File: src/rtl/tapdly_pkg.sv
package tapdly_pkg;
  typedef enum logic [1:0] {
    DM_FIXED   = 2'd0,
    DM_STEP    = 2'd1,
    DM_LOAD    = 2'd2
  } dly_mode_e;

  typedef enum logic [1:0] {
    OP_HOLD = 2'd0,
    OP_LOAD = 2'd1,
    OP_INC  = 2'd2,
    OP_DEC  = 2'd3
  } tap_op_e;
endpackage

File: src/rtl/tapdly_req_dec.sv
module tapdly_req_dec
  import tapdly_pkg::*;
#(
  parameter dly_mode_e MODE = DM_LOAD
) (
  input  logic    ctl_rdy,
  input  logic    vt_track,
  input  logic    tap_load,
  input  logic    step_en,
  input  logic    step_up,
  output tap_op_e op,
  output logic    viol
);
  tap_op_e raw_op;
  logic    accepted;

  // Raw request, load before step
  always_comb begin
    if (tap_load)     raw_op = OP_LOAD;
    else if (step_en) raw_op = step_up ? OP_INC : OP_DEC;
    else              raw_op = OP_HOLD;
  end

  // Mode filter: which raw requests the mode accepts at all
  always_comb begin
    case (MODE)
      DM_LOAD:  accepted = (raw_op != OP_HOLD);
      DM_STEP:  accepted = step_en;
      default:  accepted = 1'b0;
    endcase
  end

  always_comb begin
    op   = OP_HOLD;
    viol = 1'b0;
    if (MODE == DM_FIXED) begin
      viol = !ctl_rdy && !vt_track;
    end else if (ctl_rdy && accepted) begin
      if (vt_track) viol = 1'b1;
      else if (MODE == DM_STEP) op = step_up ? OP_INC : OP_DEC;
      else op = raw_op;
    end
  end
endmodule

File: src/rtl/tapdly_tap_reg.sv
module tapdly_tap_reg
  import tapdly_pkg::*;
#(
  parameter int unsigned TAP_W    = 9,
  parameter int unsigned INIT_TAP = 100
) (
  input  logic             clk,
  input  logic             rst_n,
  input  logic             ctl_rdy,
  input  tap_op_e          op,
  input  logic [TAP_W-1:0] tap_in,
  output logic [TAP_W-1:0] tap_q
);
  localparam logic [TAP_W-1:0] TAP_MAX = '1;
  localparam logic [TAP_W-1:0] INIT_V  = TAP_W'(INIT_TAP);

  logic [TAP_W-1:0] tap_nxt;
  logic             tap_en;

  always_comb begin
    tap_nxt = tap_q;
    case (op)
      OP_LOAD: tap_nxt = tap_in;
      OP_INC:  if (tap_q != TAP_MAX) tap_nxt = tap_q + 1'b1;
      OP_DEC:  if (tap_q != '0)      tap_nxt = tap_q - 1'b1;
      default: tap_nxt = tap_q;
    endcase
    if (!ctl_rdy) tap_nxt = INIT_V;
  end

  assign tap_en = (op != OP_HOLD) || !ctl_rdy;

  always_ff @(posedge clk or negedge rst_n) begin
    if (!rst_n)      tap_q <= INIT_V;
    else if (tap_en) tap_q <= tap_nxt;
  end
endmodule

File: src/rtl/tapdly_line.sv
module tapdly_line #(
  parameter int unsigned TAP_W = 9
) (
  input  logic             clk,
  input  logic             rst_n,
  input  logic             din,
  input  logic [TAP_W-1:0] tap,
  output logic             dout
);
  localparam int unsigned DEPTH = 2 ** TAP_W;

  logic [DEPTH-1:0] sr_q;
  logic [DEPTH-1:0] sr_nxt;

  assign sr_nxt = {sr_q[DEPTH-2:0], din};

  always_ff @(posedge clk or negedge rst_n) begin
    if (!rst_n) sr_q <= '0;
    else        sr_q <= sr_nxt;
  end

  // sr_q[k] holds din from k+1 cycles back
  assign dout = (tap == '0) ? din : sr_q[tap - 1'b1];
endmodule

File: src/rtl/tapdly_ctl.sv
module tapdly_ctl
  import tapdly_pkg::*;
#(
  parameter dly_mode_e   MODE     = DM_LOAD,
  parameter int unsigned TAP_W    = 9,
  parameter int unsigned INIT_TAP = 100
) (
  input  logic             clk,
  input  logic             rst_n,
  input  logic             ctl_rdy,
  input  logic             vt_track,
  input  logic             tap_load,
  input  logic             step_en,
  input  logic             step_up,
  input  logic [TAP_W-1:0] tap_in,
  input  logic             din,
  output logic             dout,
  output logic [TAP_W-1:0] tap_out,
  output logic             usage_err
);
  logic    rst_meta, rst_sync_n;
  tap_op_e op;
  logic    viol;
  logic    err_nxt;

  // Asynchronous assert, synchronous release
  always_ff @(posedge clk or negedge rst_n) begin
    if (!rst_n) begin
      rst_meta   <= 1'b0;
      rst_sync_n <= 1'b0;
    end else begin
      rst_meta   <= 1'b1;
      rst_sync_n <= rst_meta;
    end
  end

  tapdly_req_dec #(.MODE(MODE)) u_dec (
    .ctl_rdy  (ctl_rdy),
    .vt_track (vt_track),
    .tap_load (tap_load),
    .step_en  (step_en),
    .step_up  (step_up),
    .op       (op),
    .viol     (viol)
  );

  tapdly_tap_reg #(.TAP_W(TAP_W), .INIT_TAP(INIT_TAP)) u_tap (
    .clk     (clk),
    .rst_n   (rst_sync_n),
    .ctl_rdy (ctl_rdy),
    .op      (op),
    .tap_in  (tap_in),
    .tap_q   (tap_out)
  );

  tapdly_line #(.TAP_W(TAP_W)) u_line (
    .clk   (clk),
    .rst_n (rst_sync_n),
    .din   (din),
    .tap   (tap_out),
    .dout  (dout)
  );

  assign err_nxt = usage_err | viol;

  always_ff @(posedge clk or negedge rst_sync_n) begin
    if (!rst_sync_n) usage_err <= 1'b0;
    else if (viol)   usage_err <= err_nxt;
  end
endmodule

File: config.mk
export PLATFORM = sky130hd
export DESIGN_NAME = tapdly_ctl
export DESIGN_NICKNAME = d
export VERILOG_FILES = /design/src/rtl/tapdly_pkg.sv /design/src/rtl/tapdly_req_dec.sv /design/src/rtl/tapdly_tap_reg.sv /design/src/rtl/tapdly_line.sv /design/src/rtl/tapdly_ctl.sv
export SDC_FILE = /design/constraint.sdc
export NUM_CORES = 1
export LEC_CHECK = 0
export BUFFER_PORTS_ARGS = -buffer_cell sky130_fd_sc_hd__buf_2
export CORE_MARGIN = 2
export CORE_UTILIZATION = 33
export CTS_BUF_LIST = sky130_fd_sc_hd__clkbuf_8
export DETAILED_ROUTE_END_ITERATION = 6
export PLACE_DENSITY = 0.51
export REMOVE_ABC_BUFFERS = 1
export SLEW_MARGIN = 20
export SYNTH_ARGS = -nofsm -noshare
export SYNTH_HDL_FRONTEND = slang
export SYNTH_SLANG_ARGS = --single-unit
File: constraint.sdc
create_clock -name clk -period 30.2 [get_ports clk]
set_input_delay 1.51 -clock clk [delete_from_list [all_inputs] [get_ports clk]]
set_output_delay 1.51 -clock clk [all_outputs]
set_load 0.005 [all_outputs]
==> reports/metrics.csv <==
stage;metric;value;unit
yosys;Post-synth ARST share;100.0;%
clock_network;Clock Root Buffer;clkbuf_8;
grt;largest net degree at the start of global routing;113;
grt;number of global-route vias before repair;10220;
clock_network;setup bufs post-CTS;0;
layout;post-route cell area;0.02087;mm^2
sta;Max Transition Viols Final;0;
hold_path;type of the worst min-delay path;flop to flop;
placement;I/O Buffers;27;
die;starting density of the core;33.33;%
clock_network;Num CTS Buffers;86;
setup_path;WP data required;28.69;ns
setup_path;delay-heaviest family, CP;buffers and inverters;
setup_path;crit path kind;flop to output port;
power;worst vdd ir;0.03553;mV
layout;area grow syn2layout;13.89;%
layout;# nets final;1120;
layout;fin util;37.96;%
power;PD cells;65.30;mW/mm^2
yosys;Most used DFF post-synth;dfrtp_1;
routing;initial DRC count;582;
layout;fraction of layout cells with a size suffix above 1;24.63;%
yosys;register area share after synthesis;71.58;%
routing;drt pass-1 iters;4;
routing;Routed WL;37870;um
flow_run;Max Cap Viol;0;
clock_network;clock-pin slew on the worst setup and hold paths;0.06;ns
yosys;leading area contributor after synthesis;dfrtp_1;
setup_path;CP max-delay cell;buf_4;
routing;DR DRC count;0;
setup_path;crit end category;output port;
clock_network;H-tree Lvls;3;
clock_network;CTS tree;done;
routing;Antenna Nets Post-Route;0;
yosys;EDFF count, synth;0;
sta;Tmin final;6.816;ns
setup_path;Critical path buffers and inverters;4;
placement;area post-placement;0.01920;mm^2
power;Lkg Pwr;9.631;nW
placement;GPL Wtd Cong;0.7619;
yosys;syn avg cell area;17.95;um^2
grt;Tot GR Track Use;13.92;%
placement;placed instance count;1756;
clock_network;CTS hold repair buffers;0;
sta;fin crit share;22.57;%
clock_network;worst skew pair latency;0.64;ns
die;Die Ht;239.7;um
routing;Wirelength per Cell;19.91;um
yosys;Post-Syn Area;0.01833;mm^2
grt;gr ovfl total;0;
sta;Final Setup Violations;0;
placement;Detailed Place HPWL;22210;um
die;die width;239.7;um
sta;RSZ-0062 raised after global routing;no;
yosys;Synth top cells by count;dfrtp_1 (521), mux4_2 (99), mux2i_1 (82), nand2_1 (39);
power;total chip power;1.363;mW
sta;Max Clk Rate;146.7;MHz
setup_path;Critical Path Source Type;flop;
setup_path;crit-path cells;inv_1, ha_4, buf_4, buf_4, and2_1, a22oi_1, a311oi_1, o21ai_0, a211oi_1, a311oi_1, a32o_1, buf_2;
yosys;synth top area cells;dfrtp_1 (71%), mux4_2 (12%), mux2i_1 (4.5%), nand2_1 (0.80%), a22oi_1 (0.78%);
setup_path;Worst Path Arrival;5.31;ns
sta;Clock Skews;0.03414;ns
layout;Non-Filler Instances;1902;
yosys;most common cell in the netlist;dfrtp_1;
yosys;Yosys cell types;62;
sta;final hold violations;0;
clock_network;clk sinks;524;
sta;Worst Tran Pin Value;0.9997;ns
grt;initial antenna violation count;1;
yosys;Yosys top cell area share;71.15;%
setup_path;Critical Path Fanout Max;53;
die;IO Pins;28;
yosys;Synth Register Bits;524;
die;std cell rows;86;
routing;Via density;4.779;
sta;setup TNS;0;ns
die;core area;0.05499;mm^2
yosys;Synthesis Warnings;0;
sta;Max-slew headroom;33.36;%
yosys;Gate Count Post-Synth;1021;
grt;first-pass GRT wire length;60870;um
run_status;status;finished clean;
die;DIE AREA;0.05743;mm^2
clock_network;post-cts resize count;0;
clock_network;CTS max path bufs;3;
setup_path;CP max stage delay;0.67;ns
routing;total number of vias;9089;
-- through the flow --
stage | hold WS (ns) | worst slack [ns]
4_1_cts | 0.3402 | 23.20
6_report | 0.3437 | 23.38
2_1_floorplan | 0.3312 | 14.52
5_1_grt | 0.3494 | 22.92
3_5_place_dp | 0.3413 | 23.93
3_3_place_gp | 0.3389 | 23.85
-- state kept, by name, indices dropped and copies added (netlist names) --
signal       cells
u_line.sr_q    512
u_tap.tap_q      9
rst_meta         1
rst_sync_n       1
usage_err        1
-- worst paths after layout --
kind                                            start                         end  slack [ns]  cells past startpoint
max                        u_tap.tap_q[0]$_DFFE_PN0P_                        dout       23.38                     12
min                        u_line.sr_q[385]$_DFF_PN0_  u_line.sr_q[386]$_DFF_PN0_        0.34                      0
max reg2reg                      rst_sync_n$_DFF_PN0_  u_tap.tap_q[0]$_DFFE_PN0P_       26.76                      3
min reg2reg                u_line.sr_q[385]$_DFF_PN0_  u_line.sr_q[386]$_DFF_PN0_        0.34                      0
max in group asynchronous        rst_sync_n$_DFF_PN0_  u_tap.tap_q[0]$_DFFE_PN0P_       26.76                      3
min in group asynchronous        rst_sync_n$_DFF_PN0_  u_line.sr_q[475]$_DFF_PN0_        0.40                      0
-- placed cells by master (no fill, tap or decap), drive strengths merged, types with 7 or more instances in the layout --
master / netlist / final
dfrtp: 521 / 521
clkbuf: 11 / 107
mux4: 99 / 99
mux2i: 82 / 82
buf: 46 / 44
nand2: 41 / 41
inv: 7 / 38
nand3: 21 / 21
nor2: 21 / 21
a22oi: 19 / 19
o22ai: 14 / 14
o211ai: 11 / 11
a21oi: 11 / 11
xnor2: 9 / 9
xor2: 8 / 8
nor2b: 7 / 7
mux2: 7 / 7
ha: 7 / 7
-- cell families after synthesis --
| family | Yosys count | share of synthesized area, % |
|---|---|---|
| xor gates and xnor gates | 17 | 1.079 |
| muxes | 188 | 17.08 |
| adders and majority gates | 7 | 0.4779 |
| and+or+nand+nor | 110 | 2.977 |
| other | 1 | 0.02046 |
| AOI/OAI and AO/OA | 110 | 4.582 |
| DFF | 524 | 71.58 |
| buffers and inverters | 64 | 2.212 |
-- report_power, final --
group          internal, mW  total (mW)  switching (mW)
logic                0.0183      0.0563          0.0381
clock network         0.325       0.595           0.270
registers             0.707       0.711         0.00490
total                  1.05        1.36           0.313
-- area by class of cell --
| type | count | area [um^2] |
|---|---|---|
| antenna | 1 | 2.502 |
| clock buffer | 107 | 1473 |
| clock inverter | 38 | 188.9 |
| fill | 5119 | 34110 |
| inverter | 7 | 26.28 |
| multi-input combinational | 433 | 4838 |
| sequential | 524 | 13120 |
| tap | 748 | 935.9 |
| timing repair buffer | 44 | 282.8 |
-- routing by layer --
metal  vias up  part of all wire, %  GRT usage, %
met3        64                  5.8         3.480
met4         0                  2.2         5.568
met1      4907                   47         19.92
met2       197                   45         20.35
li1       3921                    -             -
met5         -                    0             0
Power figures use the tool's default switching activity.
